===== src/rtl/tmr_pkg.sv =====
package tmr_pkg;
   typedef enum logic [2:0] {
      TRG_SWUPD   = 3'd0,
      TRG_RUN     = 3'd1,
      TRG_UPDATE  = 3'd2,
      TRG_CH1EVT  = 3'd3,
      TRG_REF1    = 3'd4,
      TRG_REF2    = 3'd5,
      TRG_REF3    = 3'd6,
      TRG_REF4    = 3'd7
   } trg_mode_e;

   localparam int unsigned TRG_SRC_CH = 4;
endpackage


===== src/rtl/tmr_count.sv =====
module tmr_count #(
   parameter int unsigned CNT_W = 16
) (
   input  logic             clk,
   input  logic             rst_n,
   input  logic             cen,
   input  logic             gate_mode,
   input  logic             trig_in,
   input  logic             ug,
   input  logic [CNT_W-1:0] arr,
   output logic [CNT_W-1:0] cnt_q,
   output logic             run,
   output logic             upd_q,
   output logic             moved_q
);
   logic wrap;

   if (CNT_W < 2) begin : g_bad_w
      $error("tmr_count: CNT_W must be at least 2");
   end

   always_comb begin
      run  = cen & (gate_mode ? trig_in : 1'b1);
      wrap = run & (cnt_q == arr);
   end

   always_ff @(posedge clk or negedge rst_n) begin
      if (!rst_n) begin
         cnt_q   <= '0;
         upd_q   <= 1'b0;
         moved_q <= 1'b0;
      end else begin
         upd_q   <= ug | wrap;
         moved_q <= ug | run;
         if (ug || wrap) begin
            cnt_q <= '0;
         end else if (run) begin
            cnt_q <= cnt_q + 1'b1;
         end
      end
   end
endmodule


===== src/rtl/tmr_cmp.sv =====
module tmr_cmp #(
   parameter int unsigned CNT_W = 16,
   parameter int unsigned NCH   = 4
) (
   input  logic [CNT_W-1:0]     cnt,
   input  logic                 moved,
   input  logic [NCH*CNT_W-1:0] cmp_val,
   output logic [NCH-1:0]       oc_ref,
   output logic [NCH-1:0]       cmp_evt
);
   for (genvar i = 0; i < NCH; i++) begin : g_ch
      logic [CNT_W-1:0] thr;
      assign thr        = cmp_val[i*CNT_W +: CNT_W];
      assign oc_ref[i]  = (cnt < thr);
      assign cmp_evt[i] = moved & (cnt == thr);
   end
endmodule


===== src/rtl/tmr_capin.sv =====
module tmr_capin #(
   parameter int unsigned CNT_W = 16,
   parameter int unsigned TI_N  = 3
) (
   input  logic             clk,
   input  logic             rst_n,
   input  logic             ti_sel,
   input  logic [TI_N-1:0]  ti_pins,
   input  logic             cap_en,
   input  logic [CNT_W-1:0] cnt,
   output logic             ti1,
   output logic             cap_evt,
   output logic [CNT_W-1:0] cap_val
);
   logic s1, s2;

   if (TI_N < 1) begin : g_bad_n
      $error("tmr_capin: TI_N must be at least 1");
   end

   if (TI_N == 1) begin : g_single
      logic unused_sel;
      assign unused_sel = ti_sel;
      assign ti1 = ti_pins[0];
   end else begin : g_xor
      assign ti1 = ti_sel ? (^ti_pins) : ti_pins[0];
   end

   assign cap_evt = s1 & ~s2;

   always_ff @(posedge clk or negedge rst_n) begin
      if (!rst_n) begin
         s1      <= 1'b0;
         s2      <= 1'b0;
         cap_val <= '0;
      end else begin
         s1 <= ti1;
         s2 <= s1;
         if (cap_en && cap_evt) begin
            cap_val <= cnt;
         end
      end
   end
endmodule


===== src/rtl/tmr_trgsel.sv =====
module tmr_trgsel
   import tmr_pkg::*;
#(
   parameter int unsigned NCH = 4
) (
   input  logic           clk,
   input  logic           rst_n,
   input  logic [2:0]     mms,
   input  logic           ug,
   input  logic           run,
   input  logic           upd,
   input  logic           dma_on_upd,
   input  logic [NCH-1:0] ch_evt,
   input  logic [NCH-1:0] oc_ref,
   output logic           trgo_q,
   output logic [NCH-1:0] dma_req
);
   trg_mode_e mode;
   logic      src;

   assign mode = trg_mode_e'(mms);

   always_comb begin
      unique case (mode)
         TRG_SWUPD:  src = ug;
         TRG_RUN:    src = run;
         TRG_UPDATE: src = upd;
         TRG_CH1EVT: src = ch_evt[0];
         TRG_REF1:   src = oc_ref[0];
         TRG_REF2:   src = oc_ref[1];
         TRG_REF3:   src = oc_ref[2];
         TRG_REF4:   src = oc_ref[3];
         default:    src = 1'b0;
      endcase
   end

   always_ff @(posedge clk or negedge rst_n) begin
      if (!rst_n) trgo_q <= 1'b0;
      else        trgo_q <= src;
   end

   for (genvar i = 0; i < NCH; i++) begin : g_dma
      assign dma_req[i] = dma_on_upd ? upd : ch_evt[i];
   end
endmodule


===== src/rtl/tmr_master.sv =====
module tmr_master
   import tmr_pkg::*;
#(
   parameter int unsigned CNT_W = 16,
   parameter int unsigned NCH   = 4,
   parameter int unsigned TI_N  = 3
) (
   input  logic                 clk,
   input  logic                 rst_n,
   input  logic                 cen,
   input  logic                 gate_mode,
   input  logic                 trig_in,
   input  logic                 ug,
   input  logic [CNT_W-1:0]     arr,
   input  logic [NCH*CNT_W-1:0] cmp_val,
   input  logic [2:0]           mms,
   input  logic                 dma_on_upd,
   input  logic                 ti_sel,
   input  logic [TI_N-1:0]      ti_pins,
   input  logic                 cap1_en,
   output logic [CNT_W-1:0]     cnt,
   output logic                 upd_evt,
   output logic [NCH-1:0]       oc_ref,
   output logic [NCH-1:0]       dma_req,
   output logic                 trgo,
   output logic                 ti1_out,
   output logic [CNT_W-1:0]     cap1_val
);
   localparam int unsigned TRG_CH = TRG_SRC_CH;

   logic           run, moved, cap_evt;
   logic [NCH-1:0] cmp_evt, ch_evt;

   if (NCH != TRG_CH) begin : g_bad_nch
      $error("tmr_master: NCH must equal the trigger source channel count");
   end

   tmr_count #(.CNT_W(CNT_W)) u_count (
      .clk(clk), .rst_n(rst_n), .cen(cen), .gate_mode(gate_mode),
      .trig_in(trig_in), .ug(ug), .arr(arr),
      .cnt_q(cnt), .run(run), .upd_q(upd_evt), .moved_q(moved)
   );

   tmr_cmp #(.CNT_W(CNT_W), .NCH(NCH)) u_cmp (
      .cnt(cnt), .moved(moved), .cmp_val(cmp_val),
      .oc_ref(oc_ref), .cmp_evt(cmp_evt)
   );

   tmr_capin #(.CNT_W(CNT_W), .TI_N(TI_N)) u_capin (
      .clk(clk), .rst_n(rst_n), .ti_sel(ti_sel), .ti_pins(ti_pins),
      .cap_en(cap1_en), .cnt(cnt),
      .ti1(ti1_out), .cap_evt(cap_evt), .cap_val(cap1_val)
   );

   always_comb begin
      ch_evt    = cmp_evt;
      ch_evt[0] = cap1_en ? cap_evt : cmp_evt[0];
   end

   tmr_trgsel #(.NCH(NCH)) u_trgsel (
      .clk(clk), .rst_n(rst_n), .mms(mms), .ug(ug), .run(run),
      .upd(upd_evt), .dma_on_upd(dma_on_upd), .ch_evt(ch_evt),
      .oc_ref(oc_ref), .trgo_q(trgo), .dma_req(dma_req)
   );
endmodule


===== config.mk =====
export PLATFORM = sky130hd
export DESIGN_NAME = tmr_master
export DESIGN_NICKNAME = d
export VERILOG_FILES = /design/src/rtl/tmr_pkg.sv /design/src/rtl/tmr_count.sv /design/src/rtl/tmr_cmp.sv /design/src/rtl/tmr_capin.sv /design/src/rtl/tmr_trgsel.sv /design/src/rtl/tmr_master.sv
export SDC_FILE = /design/constraint.sdc
export NUM_CORES = 1
export LEC_CHECK = 0
export ABC_AREA = 1
export BUFFER_PORTS_ARGS = -buffer_cell sky130_fd_sc_hd__buf_2
export CAP_MARGIN = 20
export CORE_ASPECT_RATIO = 0.9
export CORE_MARGIN = 4
export CORE_UTILIZATION = 51
export DETAILED_ROUTE_END_ITERATION = 10
export GPL_TIMING_DRIVEN = 0
export PLACE_DENSITY = 0.83
export SYNTH_ARGS = -nofsm -noshare
export SYNTH_HDL_FRONTEND = slang
export SYNTH_SLANG_ARGS = --single-unit

===== constraint.sdc =====
create_clock -name clk -period 2.35 [get_ports clk]
set_clock_uncertainty 0.1 [all_clocks]
set_input_delay 0.3525 -clock clk [delete_from_list [all_inputs] [get_ports clk]]
set_output_delay 0.3525 -clock clk [all_outputs]
set_load 0.01 [all_outputs]

### Yosys cells after proc, flatten, opt, wreduce, memory -nomap -nowiden

Cells that the tools add are included.

| storage, ports and cells | value |
|---|---|
| logic and storage cells | 49 |
| register bits after elaboration | 37 |

| operators by class | value |
|---|---|
| reductions and logical operators | 5 |
| magnitude comparators | 4 |
| muxes and demuxes | 10 |
| $add $sub $neg | 1 |
| equality and inequality tests | 12 |
| bitwise logic cells | 10 |

Operators by type and width:

| kind | count |
|---|---|
| equality test 16 bit | 5 |
| < comparator 16 bit | 4 |
| 2-to-1 mux 16 bit | 2 |
| adder 16 x 1 -> 16 bit (second input constant) | 1 |
| equality test 3 bit (second input constant) | 4 |
| one-hot mux 1 bit (8 select lines) | 1 |
| bitwise AND 1 bit | 7 |
| 2-to-1 mux 1 bit | 7 |
| equality test 3 x 2 -> 1 bit (second input constant) | 2 |
| equality test 3 x 1 -> 1 bit (second input constant) | 1 |
| zero test 3 bit | 1 |
| parity 3 bit | 1 |
| OR 1 bit | 2 |
| nonzero test 2 bit | 1 |
| logical AND 1 bit | 1 |
| logical OR 1 bit | 1 |
| inverter 1 bit | 1 |

### Longest topological paths before layout

Gate-level depths: netlist of the first run.

| depth | value |
|---|---|
| depth after elaboration | 5 |
| mapped depth | 14 |
| gate-level depth less buffers | 14 |

### Hierarchy

From an unflattened synthesis of the first run, not the netlist that was laid out.

| unflattened totals | value |
|---|---|
| cells, all modules | 567 |
| area total of the unflattened synthesis | 3907.5 µm² |

Modules (own cells, without submodules):

| module | sequential area each (µm²) | area each (µm²) | cells each | instances |
|---|---|---|---|---|
| tmr_cmp | 0.0 | 1766.7 | 285 | 1 |
| tmr_count | 450.4 | 1241.2 | 168 | 1 |
| tmr_capin | 450.4 | 745.7 | 82 | 1 |
| tmr_trgsel | 25.0 | 138.9 | 28 | 1 |
| tmr_master | 0.0 | 15.0 | 4 | 1 |

### Worst setup path after synthesis of the first run

Ideal clock, no wire load.

| timing | value |
|---|---|
| path kind | flip-flop to output port |
| start | register u_count.cnt_q[15] |
| end | output dma_req[2] |
| path slack | 0.300 ns |
| stages on the path, launching flop included | 6 |
| data required time | 1.898 ns |
| buffers on the path | 0 |
| arrival time | 1.597 ns |
| cells stage by stage | dfrtp_1 ha_1 nand2_1 nor4_1 nand4_1 o21ai_0 |

| between the ends | value |
|---|---|
| cells in the longest elaborated chain, start to end | 3 |

RTL lines:

| what | RTL line | RTL |
|---|---|---|
| from (decl) | tmr_count.sv:11 | `output logic [CNT_W-1:0] cnt_q,` |
| from (signal assigned) | tmr_count.sv:38 | `cnt_q <= cnt_q + 1'b1;` |
| equality test 16 bit | tmr_cmp.sv:15 | `assign cmp_evt[i] = moved & (cnt == thr);` |
| bitwise AND 1 bit | tmr_cmp.sv:15 |  |
| 2-to-1 mux 1 bit | tmr_trgsel.sv:43 | `assign dma_req[i] = dma_on_upd ? upd : ch_evt[i];` |
| to (decl) | tmr_master.sv:24 | `output logic [NCH-1:0] dma_req,` |

Every way passes these cells.

### Final worst setup path of the first run

| timing | value |
|---|---|
| start | register u_count.cnt_q[11] |
| end | output dma_req[2] |

Same word-level chain as after synthesis.

==> reports/qor.yml, run 1 <==
run_status:
  status: "complete, but fails checks"
  violations: "setup timing"
grt:
  grt_use_met2_pct: 45.7
  grt_max_degree: 38
  grt_pass1_wl_mm: 19.0
  antenna_found_initial: 0
  grtUsageMet3_pct: 4.71
  grt_use_met1_pct: 31.6
  busiest_layer: "met2"
  gr-usage-all-layers_pct: 25.6
  grt_pass1_vias: 4295
  gr-total-overflow: 0
detailed_routing:
  viasPerCell: 5.26
  ant_nets: 0
  num_vias: 4375
  wl_per_cell_um: 14.9
  drtPass1Iterations: 5
  route.final.wire_length_mm: 12.4
  drc: 0
  first_iter_violations: 244
worst_setup_path:
  crit_chain: "ha_4, nand2_4, nor4_4, nand4_1, o21ai_1, buf_2"
  cp_slowest_stage_delay_ns: 0.49
  r2r_cells: 8
  required_ns: 1.90
  crit_path_start: "u_count.cnt_q[11]$_DFFE_PN0P_"
  crit_path_end: "dma_req[2]"
  r2r_slack_ns: 0.43
  end_kind: "output port"
  r2r_start: "u_count.cnt_q[1]$_DFFE_PN0P_"
  worstReg2RegEnd: "u_count.cnt_q[8]$_DFFE_PN0P_"
  slowest_stage: "dfrtp_2"
  critical_path_class: "register to output port"
  cp-start-kind: "register"
  critPathMaxFanout: 6
  arrival_ns: 1.96
run:
  max-cap-violations: 0
die:
  io-pin-count: 138
  die-height_um: 90.3
  start_util_pct: 53.4
  row_count: 29
  die_width_um: 99.4
  die_area_mm2: 0.00898
  core-area_mm2: 0.00718
timing:
  hold_violations: 0
  relSlewSlack_pct: 45.8
  tns_ns: -0.159
  tightestPinTransition_ns: 0.812
  rsz0062_at_grt: "true"
  setup_viol: 4
  slew_viol_final: 0
  min_period_ns: 2.41
  fin_ws_ns: -0.0594
  fmax_ghz: 0.415
  finalCritPeriodShare_pct: 103
logic_synthesis:
  ys_types: 30
  yosysTopAreaCell: "dfrtp_1"
  syn_inst: 559
  syn_nets: 719
  avgSynthCellArea_um2: 6.86
  ys_warn_count: 0
  synth.area.top_cells: "dfrtp_1, ha_1, nand2_1, inv_1, nor2_1"
  yosysTopAreaCellShare_pct: 24.1
  synth-seq-cells: 37
  seq_area_frac_synth_pct: 24.1
  synth_area_mm2: 0.00384
clock_tree:
  clock_sinks: 37
  clk_pin_slew_ns: 0.07
  h-tree-depth: 2
  cts_root_buffer: "clkbuf_8"
  cts_tree: "done"
  insertion_delay_ns: 0.29
  cts_buffers: 5
  cts_hold_buf: 0
  cts_buffer_depth: 2
place:
  placed_cells: 789
  dp_hpwl_mm: 8.85
  gp_congestion: 0.911
  io_buffer_count: 137
  dp_slack_ns: -0.0106
final_layout:
  fin_cells: 831
  layout.cells.most_common: "buf_2"
  nNetsFinal: 898
  area_growth_pct: 36.5
  fin_util_pct: 72.9
  n_antenna_cell: 0
  drive_gt1_share_pct: 33.9
  final_cell_mix: "buf_2, nand2_1, inv_1, ha_1, nor2_1"
  fill_cells: 561
pwr:
  leakagePower_nw: 3.12
  p_per_area_mw_per_mm2: 287
  total_power_w: 0.00150
  ir_drop_mv: 0.336
min_path:
  min_path_type: "input pin to async pin"
==> worst min path at each step <==
stage,slack (ns),endpoint,depth (start not counted),from
CTS,0.08,u_capin.cap_val[11]$_DFFE_PN0P_,1,rst_n
floorplan,-0.04,u_capin.cap_val[0]$_DFFE_PN0P_,0,rst_n
finish,0.05,u_capin.cap_val[14]$_DFFE_PN0P_,1,rst_n
global route,0.11,u_capin.cap_val[15]$_DFFE_PN0P_,1,rst_n
global placement,0.26,u_capin.s2$_DFF_PN0_,0,u_capin.s1$_DFF_PN0_
detailed placement,0.26,u_capin.s2$_DFF_PN0_,0,u_capin.s1$_DFF_PN0_
==> cell type report <==
cell class                 instances  area [um2]  share of cell area [%]
sequential                        37         946                    18.1
multi-input combinational        400        2660                    50.7
timing repair buffer             172         961                    18.4
buffer                             6        28.8                   0.550
inverter                         116         438                    8.37
clock inverter                     1        7.51                   0.143
tap                               93         116                    2.22
clock buffer                       6        82.6                    1.58
==> worst max-delay path: cells and delay by family, from the launching register on <==
family,cells,cell delay (ns)
AND/OR/NAND/NOR,3,0.54
flip-flops,1,0.49
buffers and inverters,1,0.15
AO/OA/AOI/OAI,1,0.17
adder cells (fa/ha/maj),1,0.31
==> state kept, by name, summed over array words and instances (netlist names) <==
signal and flops:
u_capin.cap_val 16, u_count.cnt_q 16, u_capin.s1 1, u_capin.s2 1, u_count.moved_q 1, u_count.upd_q 1
u_trgsel.trgo_q 1
==> layer usage <==
layer / part of all wire, % / vias to the layer above / wire length (um)
met1: 40 / 1996 / 4900
met2: 51 / 221 / 6260
li1: - / 2132 / -
met3: 8.1 / 26 / 1010
met5: 0 / - / 0
met4: 1.6 / 0 / 193
==> through the flow <==
step           hold slack (ns)  instance area [um2]
2_1_floorplan          -0.0431                 3840
3_3_place_gp             0.260                 4640
3_5_place_dp             0.264                 4640
4_1_cts                 0.0752                 5010
5_1_grt                  0.113                 5240
6_report                0.0493                 5240
==> power by group <==
part	total, W	switching (W)	internal (W)
Sequential	0.000671	0.0000172	0.000654
Combinational	0.000380	0.000214	0.000165
Clock	0.000453	0.000221	0.000232
==> kinds of logic (layout without fill, tap and decap cells) <==
kind of cell    Yosys count  after routing  synth area share (%)
compound gates           54             54                  7.44
mux                       3              3                 0.881
flops                    37             37                  24.1
buf+inv                 122            301                  12.1
fa+ha+maj                65             65                  21.2
simple gates            257            257                  29.5
xor+xnor                 21             21                  4.79
==> synthesized netlist by cell type, drive strengths merged <==
cell / n
nor3: 19
and2: 4
buf: 4
clkinv: 1
a21o: 2
dfrtp: 37
nor4: 1
inv: 115
xor2: 9
o21a: 2
clkbuf: 2
mux2: 3
nor2: 47
o21ai: 22
ha: 65
xnor2: 12
a21boi: 1
o21bai: 1
nand3: 20
a21oi: 26
nand2: 147
nand4: 19
==> what timing repair did <==
| action | CTS | global route |
|---|---|---|
| setup buffers | 20 | 15 |
| endpoints found under the hold margin | 0 | 0 |
| pin swaps | 5 | 8 |
| gates resized for setup | 33 | 19 |
| endpoints found under the setup margin | 8 | 7 |
Power figures use the tool's default switching activity.
==> inputs of run 2 (changes only) <==
--- a/config.mk
+++ b/config.mk
@@ -5,12 +5,11 @@
 export SDC_FILE = /design/constraint.sdc
 export NUM_CORES = 1
 export LEC_CHECK = 0
-export ABC_AREA = 1
+export ABC_AREA = 0
 export BUFFER_PORTS_ARGS = -buffer_cell sky130_fd_sc_hd__buf_2
 export CAP_MARGIN = 20
 export CORE_ASPECT_RATIO = 0.9
-export CORE_MARGIN = 4
-export CORE_UTILIZATION = 51
+export CORE_UTILIZATION = 50
 export DETAILED_ROUTE_END_ITERATION = 10
 export GPL_TIMING_DRIVEN = 0
 export PLACE_DENSITY = 0.83
==> run 2 against run 1 <==
  * The flow still finishes with violations (setup timing)
  * Synthesized area down 11%
  * Wire length decreased by 16%
  * Worst hold slack worse by 0.015 ns
  * Global-route usage grew 3.6 points
==> reports/qor.yml, run 2 <==
run_status:
  status: "complete, but fails checks"
  violations: "setup timing"
logic_synthesis:
  seq_area_frac_synth_pct: 27.2  # +3.1 points
  yosysTopAreaCell: "dfrtp_1"
  synth-seq-cells: 37  # unchanged
  synth_ff_type: "dfrtp_1"
  syn_inst: 395  # -29%
  avgSynthCellArea_um2: 8.61  # +25%
  syn_nets: 555  # -23%
  synth.area.top_cells: "dfrtp_1, ha_1, inv_1, mux2_2, xnor2_1"
  yosysTopAreaCellShare_pct: 27.2  # +3.1 points
  synthSimpleGateAreaFrac_pct: 15.3  # -14 points
  synth_compound_area_share_pct: 11.6  # +4.2 points
  muxShareOfSynthArea_pct: 4.93  # +4.0 points
  yosysMostFrequentCell: "inv_1"
  synthXorXnorAreaFrac_pct: 8.24  # +3.4 points
  synth-edff-count: 0  # unchanged
  synth-async-reset-ratio_pct: 100  # unchanged
  ys_types: 42  # +40%
  synth_commonest_cells: "inv_1, ha_1, dfrtp_1"
  synthAdderAreaFrac_pct: 23.9  # +2.7 points
  synth_top_family_by_area: "adder cells"
  synth_area_mm2: 0.00340  # -11%
  ys_warn_count: 0  # unchanged
timing:
  hold_violations: 0  # unchanged
  relSlewSlack_pct: 48.7  # +2.9 points
  hold_slack_ns: 0.0343  # -0.0149 ns
  finalCritPeriodShare_pct: 107  # +4.2 points
  setup_viol: 8  # +4
  min_period_ns: 2.51  # +0.0998 ns
  fmax_ghz: 0.399  # -4.0%
  rsz0062_at_grt: "true"
  tns_ns: -0.696  # -0.537 ns
  slew_viol_final: 0  # unchanged
  fin_ws_ns: -0.159  # -0.0998 ns
  tightestPinTransition_ns: 0.769  # -0.0432 ns
final_layout:
  nNetsFinal: 732  # -18%
  fill_cells: 499  # -11%
  reg_top3: "u_capin.cap_val x16, u_count.cnt_q x16"
  layout.cells.most_common: "buf_2"
  n_antenna_cell: 0  # unchanged
  fin_util_pct: 74.0  # +1.1 points
  final_cell_mix: "buf_2, inv_1, ha_1, buf_4, a21oi_1"
  area_growth_pct: 43.3
  drive_gt1_share_pct: 43.3  # +9.4 points
  fin_cells: 663  # -20%
clock_tree:
  cts_buffers: 5  # unchanged
  h-tree-depth: 2  # unchanged
  clk_pin_slew_ns: 0.07  # about the same
  cts_buffer_depth: 2  # unchanged
  insertion_delay_ns: 0.29  # about the same
  clock_sinks: 37  # unchanged
  cts_tree: "done"
  cts_root_buffer: "clkbuf_8"
detailed_routing:
  viasPerCell: 5.34  # +1.4%
  route.final.wire_length_mm: 10.4  # -16%
  first_iter_violations: 119  # -51%
  drtPass1Iterations: 4  # -1
  drc: 0  # unchanged
  ant_nets: 0  # unchanged
  num_vias: 3541  # -19%
  wl_per_cell_um: 15.7  # +5.8%
die:
  start_util_pct: 51.6  # -1.8 points
  row_count: 28  # -3.4%
  die_width_um: 88.9  # -11%
  die_area_mm2: 0.00714  # -20%
  io-pin-count: 138  # unchanged
  die-height_um: 80.2  # -11%
  core-area_mm2: 0.00659  # -8.3%
pwr:
  leakagePower_nw: 2.76  # -11%
  p_per_area_mw_per_mm2: 296  # +2.9%
  total_power_w: 0.00144  # -4.2%
  ir_drop_mv: 0.358  # +6.5%
grt:
  gr-total-overflow: 0  # unchanged
  grt_pass1_wl_mm: 15.7  # -17%
  grt_max_degree: 38  # unchanged
  grt_pass1_vias: 3519  # -18%
  antenna_found_initial: 0  # unchanged
  gr-usage-all-layers_pct: 29.2  # +3.6 points
place:
  placed_cells: 622  # -21%
  gp_congestion: 0.877  # -3.7%
  dp_hpwl_mm: 7.45  # -16%
  io_buffer_count: 137  # unchanged
worst_setup_path:
  arrival_ns: 2.06  # +0.10 ns
  required_ns: 1.90  # about the same
  critical_path_class: "register to output port"
  r2r_start: "u_count.cnt_q[15]$_DFFE_PN0P_"
  crit_path_start: "u_count.cnt_q[15]$_DFFE_PN0P_"
  critPathMaxFanout: 6  # unchanged
  end_kind: "output port"
  cp-start-kind: "register"
run:
  max-cap-violations: 0  # unchanged
min_path:
  min_path_type: "input pin to async pin"
[run 2: changes by cell type in the layout (fill, tap and decap cells not counted), moves of 6 or more]
cell	previous run	this run
nand2_1	136	25
inv_1	110	68
nor2_1	38	25
mux2_2	3	14
nor3_1	13	3
o21ai_0	20	10
nor2_2	9	0
nand3_1	17	9
a21o_1	2	8
ha_1	55	49
ha_4	10	16
nand2_2	9	3
xnor2_1	12	18
[run 2: area by class of cell]
class,count,area (um2),share of cell area (%)
clock inverters,2,10.0,0.205
well taps,90,113,2.31
clock buffers,6,72.6,1.49
flip-flops and latches,37,946,19.4
repair buffers,170,943,19.4
plain buffers,6,33.8,0.693
inverters,70,265,5.44
multi-input cells,282,2490,51.1
[run 2: metrics by stage]
step / instance area [um2] / setup WS, ns
after floorplan: 3400 / 0.194
after global placement: 4200 / -0.231
after detailed placement: 4200 / -0.240
after CTS: 4760 / -0.0949
after global routing: 4870 / -0.193
final: 4870 / -0.159
[run 2: final timing paths]
check | end | slack, ns | cells after the start
min in group clk | u_capin.s1$_DFF_PN0_ | 0.18 | 2
max in group asynchronous | u_count.cnt_q[10]$_DFFE_PN0P_ | 1.57 | 1
setup / recovery | oc_ref[3] | -0.16 | 6
setup reg to reg | u_trgsel.trgo_q$_DFF_PN0_ | 0.08 | 8
hold reg to reg | u_capin.s2$_DFF_PN0_ | 0.30 | 0
hold / removal | u_capin.cap_val[4]$_DFFE_PN0P_ | 0.03 | 1
[run 2: metal layers]
layer / routed length [um] / share of wire (%) / up-vias / GRT usage (%)
met5: 0 / 0 / - / 0
met2: 5300 / 51 / 147 / 53.4
met4: 340 / 3.3 / 0 / 12.5
met1: 4170 / 40 / 1646 / 33.8
met3: 611 / 5.9 / 36 / 4.21
li1: - / - / 1712 / -
[run 2: critical path: stages, from the launching register on]
cell and delay [ns]:
dfrtp_2 0.48, ha_1 0.35, nand4_1 0.21, nor4_4 0.32, buf_4 0.19, a211oi_4 0.06
buf_2 0.17
[run 2: repair_timing]
item                       4_1_cts  5_1_grt
pin swaps                       19        9
resized for setup               43       14
setup buffers                   29        4
hold buffers                     0        0
setup endpoints to repair        9        9
[run 2: logic make-up (layout without fill, tap and decap cells)]
family                     Yosys count  count (layout)
AOI/OAI and AO/OA                   66              66
xor gates and xnor gates            32              32
adders and majority gates           65              65
buffers and inverters               76             254
DFF                                 37              37
muxes                               15              15
and+or+nand+nor                    104             104
[run 2: where the power goes]
part / switching [W] / leakage, nW / total [W] / internal [W]
combinational: 0.000193 / 2.24 / 0.000361 / 0.000168
sequential: 0.0000137 / 0.475 / 0.000668 / 0.000654
clock: 0.000207 / 0.0450 / 0.000412 / 0.000205
